===== config.mk =====
export PLATFORM = sky130hd
export DESIGN_NAME = pal_pixel_expander
export DESIGN_NICKNAME = d
export VERILOG_FILES = /design/src/rtl/pal_pixel_expander.sv
export SDC_FILE = /design/constraint.sdc
export NUM_CORES = 2
export LEC_CHECK = 0
export BUFFER_PORTS_ARGS = -buffer_cell sky130_fd_sc_hd__buf_4
export CORE_MARGIN = 1
export CORE_UTILIZATION = 59
export DETAILED_ROUTE_END_ITERATION = 16
export PLACE_DENSITY = 0.75
export REMOVE_ABC_BUFFERS = 1
export SYNTH_ARGS = -nofsm -noshare
export SYNTH_HDL_FRONTEND = slang
export SYNTH_SLANG_ARGS = --single-unit

===== constraint.sdc =====
create_clock -name clk -period 2.8 [get_ports clk]
set_input_delay 0.56 -clock clk [delete_from_list [all_inputs] [get_ports clk]]
set_output_delay 0.56 -clock clk [all_outputs]
set_load 0.01 [all_outputs]

===== src/rtl/pal_pixel_expander.sv =====
module pal_pixel_expander #(
  parameter int COL_W = 10
) (
  input  logic             clk,
  input  logic             rst_n,
  input  logic [7:0]       in_data,
  input  logic             in_valid,
  output logic             in_ready,
  input  logic             tft_mode,
  input  logic [COL_W-1:0] line_len_m1,
  input  logic             pal_we,
  input  logic [7:0]       pal_waddr,
  input  logic [14:0]      pal_wdata,
  output logic [23:0]      px_rgb,
  output logic             px_valid,
  input  logic             px_ready,
  output logic             px_eol
);
  localparam int PAL_N = 256;

  logic [11:0]      pal_mem [PAL_N];
  logic [2:0]       depth_code;
  logic [7:0]       hold_byte;
  logic [2:0]       hold_cnt;
  logic [7:0]       lo_byte;
  logic             lo_have;
  logic [COL_W-1:0] col;

  wire is2      = depth_code == 3'd1;
  wire is4      = depth_code == 3'd2;
  wire is8      = depth_code == 3'd3;
  wire is16     = depth_code[2];
  wire pal_mode = is2 | is4 | is8;

  wire can_out  = !px_valid || px_ready;
  wire at_eol   = col == line_len_m1;
  wire emit_pal = pal_mode && (hold_cnt != 3'd0) && can_out;
  wire hold_end = (hold_cnt == 3'd1) || at_eol;

  always_comb begin
    if (pal_mode)  in_ready = (hold_cnt == 3'd0) || (emit_pal && hold_end);
    else if (is16) in_ready = !lo_have || can_out;
    else           in_ready = 1'b0;
  end

  wire in_fire = in_valid && in_ready;
  wire emit16  = is16 && lo_have && in_fire;
  wire emit    = emit_pal || emit16;

  logic [7:0]  idx;
  logic [11:0] pal_rd;
  logic [15:0] hw;
  logic [23:0] rgb_next;
  logic [2:0]  per_byte;

  always_comb begin
    if (is2)      idx = {6'd0, hold_byte[1:0]};
    else if (is4) idx = {4'd0, hold_byte[3:0]};
    else          idx = hold_byte;
    per_byte = is2 ? 3'd4 : (is4 ? 3'd2 : 3'd1);
  end

  assign pal_rd = pal_mem[idx];
  assign hw     = {in_data, lo_byte};

  always_comb begin
    if (is16 && tft_mode)
      rgb_next = {hw[15:11], 3'b0, hw[10:5], 2'b0, hw[4:0], 3'b0};
    else if (is16)
      rgb_next = {hw[11:8], 4'h0, hw[7:4], 4'h0, hw[3:0], 4'h0};
    else
      rgb_next = {pal_rd[11:8], 4'h0, pal_rd[7:4], 4'h0, pal_rd[3:0], 4'h0};
  end

  always_ff @(posedge clk)
    if (pal_we) pal_mem[pal_waddr] <= pal_wdata[11:0];

  always_ff @(posedge clk) begin
    if (!rst_n)
      depth_code <= 3'd0;
    else if (pal_we && pal_waddr == 8'd0)
      depth_code <= pal_wdata[14:12];
  end

  always_ff @(posedge clk) begin
    if (!rst_n) begin
      hold_byte <= 8'd0;
      hold_cnt  <= 3'd0;
    end else if (in_fire && pal_mode) begin
      hold_byte <= in_data;
      hold_cnt  <= per_byte;
    end else if (emit_pal) begin
      hold_cnt  <= at_eol ? 3'd0 : hold_cnt - 3'd1;
      hold_byte <= is2 ? {2'b0, hold_byte[7:2]} : (is4 ? {4'b0, hold_byte[7:4]} : 8'd0);
    end
  end

  always_ff @(posedge clk) begin
    if (!rst_n) begin
      lo_have <= 1'b0;
      lo_byte <= 8'd0;
    end else if (in_fire && is16) begin
      lo_have <= !lo_have;
      if (!lo_have) lo_byte <= in_data;
    end
  end

  always_ff @(posedge clk) begin
    if (!rst_n) begin
      px_valid <= 1'b0;
      px_rgb   <= 24'd0;
      px_eol   <= 1'b0;
      col      <= '0;
    end else begin
      if (emit) begin
        px_valid <= 1'b1;
        px_rgb   <= rgb_next;
        px_eol   <= at_eol;
        col      <= at_eol ? '0 : col + 1'b1;
      end else if (px_ready) begin
        px_valid <= 1'b0;
      end
    end
  end

  AST_HOLD_STABLE: assert property (@(posedge clk) disable iff (!rst_n)
    px_valid && !px_ready |=> px_valid && $stable(px_rgb) && $stable(px_eol));

  AST_CODE0_SILENT: assert property (@(posedge clk) disable iff (!rst_n)
    depth_code == 3'd0 && !px_valid |=> !px_valid);

  AST_LOW_NIBBLES: assert property (@(posedge clk) disable iff (!rst_n)
    px_valid && !(is16 && tft_mode) |-> px_rgb[19:16] == 4'h0 && px_rgb[11:8] == 4'h0 && px_rgb[3:0] == 4'h0);

  AST_BYTE_LOADED: assert property (@(posedge clk) disable iff (!rst_n)
    in_valid && in_ready && pal_mode |=> hold_cnt != 3'd0);

  AST_RESET_IDLE: assert property (@(posedge clk)
    !rst_n |=> !px_valid && !in_ready);
endmodule


==> run_results.csv <==
group,metric,value,unit
pwr,p_leak,46.27,nW
pwr,swShare,19.89,%
logic_synthesis,synth_seq_cells,3123,
sta,setup_viol,13,
drt,dr.first_iter.drc_count,10240,
floorplan,initial_utilization,59.48,%
place,routabilityCongestion,0.9796,
cells_and_area,fillers,11390,
sta,drv_slew,0,
logic_synthesis,synth_edf_count,3072,
clocking,clkLatencyLatePin,980,ps
clocking,htreeDepth,5,
sta,worstMarginPinSlew,842.0,ps
logic_synthesis,yosys_warnings,0,
pwr,power.switching,0.01863,W
pwr,p_int,0.07503,W
drt,drtPass1Iterations,6,
sta,grt_setup_unrepaired,"true",
logic_synthesis,yosysSeqAreaShare,76.57,%
clocking,clockBufferDepth,4,
sta,postLayoutSetupSlackWorst,-302.5,ps
pwr,p_per_area,644.2,nW/um^2
setup_path,cp_common_cell,"buf_6",
logic_synthesis,yosysTopAreaCell,"edfxtp_1",
pwr,total_power,0.09366,W
logic_synthesis,ys_types,56,
pwr,p_clk_share,43.6,%
clocking,cts_tree,"yes",
setup_path,cp_max_fo,2,
logic_synthesis,syn-cell-area,121800,um^2
status,outcome,"finished, violations left",
clocking,numCtsBuffers,317,
logic_synthesis,async_flop_share,0,%
setup_path,crit_arrival,2540,ps
drt,drc,0,
pwr,p_comb_share,1.5,%
sta,fin_crit_sh,110.8,%
setup_path,cp_num_buf_inv,2,
clocking,root_buffer,"clkbuf_16",
drt,routed_via_density,6.974,
logic_synthesis,synth_common_cells,"edfxtp_1 (3,072), mux4_2 (768), nand2_1 (310)",
drt,post_drt_wl_per_cell,35.74,um
setup_path,critPathLaunchType,"register",
sta,fin_setup_tns,-2771,ps
global_route,first_global_vias,66940,
cells_and_area,syn_to_final_growth,19.35,%
logic_synthesis,ys.flop_type,"edfxtp_1",
drt,wirelength,348.0,mm
floorplan,dieArea,208300,um^2
place,dpl.hpwl,202.9,mm
setup_path,crit_chain,"xor2_1 -> nor4_2 -> a31oi_2 -> o21ai_2 -> buf_6 -> buf_6",
setup_path,slowest_stage,"nor4_2",
sta,clock.fmax,322.3,MHz
setup_path,cpPeakStageDelay,360,ps
floorplan,io_pins,74,
pwr,ir_worst_vdd,0.0007213,V
setup_path,cp-end-kind,"output pin",
pwr,power_frac_seq,54.9,%
logic_synthesis,synth.avg_cell_area,20.70,um^2
logic_synthesis,synth.most_common_cell,"edfxtp_1",
global_route,grt_first_pass_wirelength,485.4,mm
floorplan,die-width,456.4,um
global_route,grt_max_degree,118,
status,failed_checks,"negative setup slack",
clocking,clk_pin_slew,60,ps
logic_synthesis,yosysTopAreaCellShare,75.73,%
setup_path,cp_top_family,"compound AO/OA/AOI/OAI gates",
clocking,clkSinkCount,3123,
sta,fin_skew,86.85,ps
logic_synthesis,synthTopCellsByArea,"edfxtp_1 (76%), mux4_2 (14%), mux2i_1 (1.1%)",
sta,fin_crit,3103,ps
global_route,overflow,0,
global_route,antenna_found_initial,12,
logic_synthesis,synth_cells,5885,
drt,antenna_left,0,
floorplan,die_y,456.4,um
flow_run,maxCapViolCount,0,
setup_path,worstSetupPathType,"register to output pin",
floorplan,fp.coreArea,204800,um^2
sta,slew_headroom,43.87,%
place,io_buffer_count,65,
sta,holdWs,32.82,ps
cells_and_area,fin_nets,6864,
floorplan,row_count,166,
hold_path,hold_path_class,"input port to register",
cells_and_area,drive_gt1_share,34.69,%
setup_path,critPathRequiredTime,2240,ps
global_route,groute.usage.overall,33.00,%
drt,routed-via-count,67900,
sta,final_hold_viol_count,0,
[final timing paths]
kind	startpoint	end	slack, ps	cells after the start
worst max-delay path	col[7]	in_ready	-300	6
worst min-delay path	pal_wdata[5]	pal_mem[176][5]	30	1
worst max register to register	hold_byte[0]	px_rgb[14]	-260	13
worst min register to register	px_eol	px_eol	480	2
[layer usage]
layer	wire, um	up-vias	global-route usage [%]
li1	-	26370	-
met1	117900	35080	43.56
met2	166600	5508	51.60
met3	41670	939	7.596
met4	21720	6	17.84
met5	183	-	0.5052
[cells by family (layout without fill, tap and decap cells)]
| family | count (synthesis) | after routing | synth area share [%] |
|---|---|---|---|
| AOI/OAI and AO/OA | 444 | 444 | 2.563 |
| xor gates and xnor gates | 19 | 19 | 0.1366 |
| adders and majority gates | 4 | 4 | 0.04109 |
| buffers and inverters | 417 | 1564 | 1.713 |
| DFF | 3123 | 3123 | 76.57 |
| muxes | 926 | 926 | 15.52 |
| other | 1 | 18 | 0.003078 |
| and+or+nand+nor | 951 | 951 | 3.454 |
[power by group through the flow]
stage / clock [W] / sequential (W) / combinational, W
finish: 0.0408 / 0.0514 / 0.00144
global route: 0.0427 / 0.0514 / 0.00146
CTS: 0.0408 / 0.0514 / 0.00140
detailed placement: 0 / 0.0524 / 0.00136
global placement: 0 / 0.0524 / 0.00129
floorplan: 0 / 0.0524 / 0.000143
[registers in the layout, summed over array words and instances (netlist names)]
register / cells
px_rgb: 16
pal_mem: 3072
col: 10
lo_byte: 8
depth_code: 3
hold_byte: 8
px_valid: 1
px_eol: 1
hold_cnt: 3
lo_have: 1
[per-stage QoR]
| stage | utilization [%] | cell area, um^2 | setup slack [ps] | cells |
|---|---|---|---|---|
| global placement | 64.06 | 131200 | -661.8 | 9014 |
| detailed placement | 64.06 | 131200 | -691.6 | 9014 |
| finish | 70.99 | 145400 | -302.5 | 9737 |
| CTS | 70.17 | 143700 | -290.9 | 9650 |
| floorplan | - | 119800 | -30730 | 5489 |
| global route | 70.98 | 145400 | -313.4 | 9731 |
[layout by cell type (no fill, tap or decap), types with 59 or more instances in the layout]
| cell type | synthesis | final |
|---|---|---|
| buf_4 | 46 | 729 |
| nand3_1 | 184 | 161 |
| clkinv_1 | 0 | 59 |
| clkbuf_16 | 0 | 333 |
| nor2_1 | 285 | 282 |
| mux4_2 | 768 | 768 |
| edfxtp_1 | 3072 | 3072 |
| nand2_1 | 310 | 305 |
| buf_12 | 0 | 138 |
| clkbuf_1 | 219 | 69 |
| o21ai_0 | 99 | 82 |
| mux2i_1 | 134 | 79 |
[layout make-up]
class / instances / area [um^2] / area share (%)
inverter: 14 / 53.80 / 0.03701
timing repair buffer: 1005 / 10790 / 7.422
clock buffer: 392 / 8342 / 5.738
tap: 2688 / 3363 / 2.313
antenna: 10 / 25.02 / 0.01721
clock inverter: 153 / 1371 / 0.9433
multi-input combinational: 2352 / 28140 / 19.36
sequential: 3123 / 93290 / 64.17
[repair_timing]
action / 4_1_cts / 5_1_grt
buffers inserted: 54 / 69
cloned: 21 / 10
hold endpoints to repair: 87 / 0
pin swaps: 51 / 55
gates resized for setup: 322 / 172
hold buffers: 17 / 0
endpoints found under the setup margin: 13 / 13
Note: power is estimated with default switching activity, not from simulation.
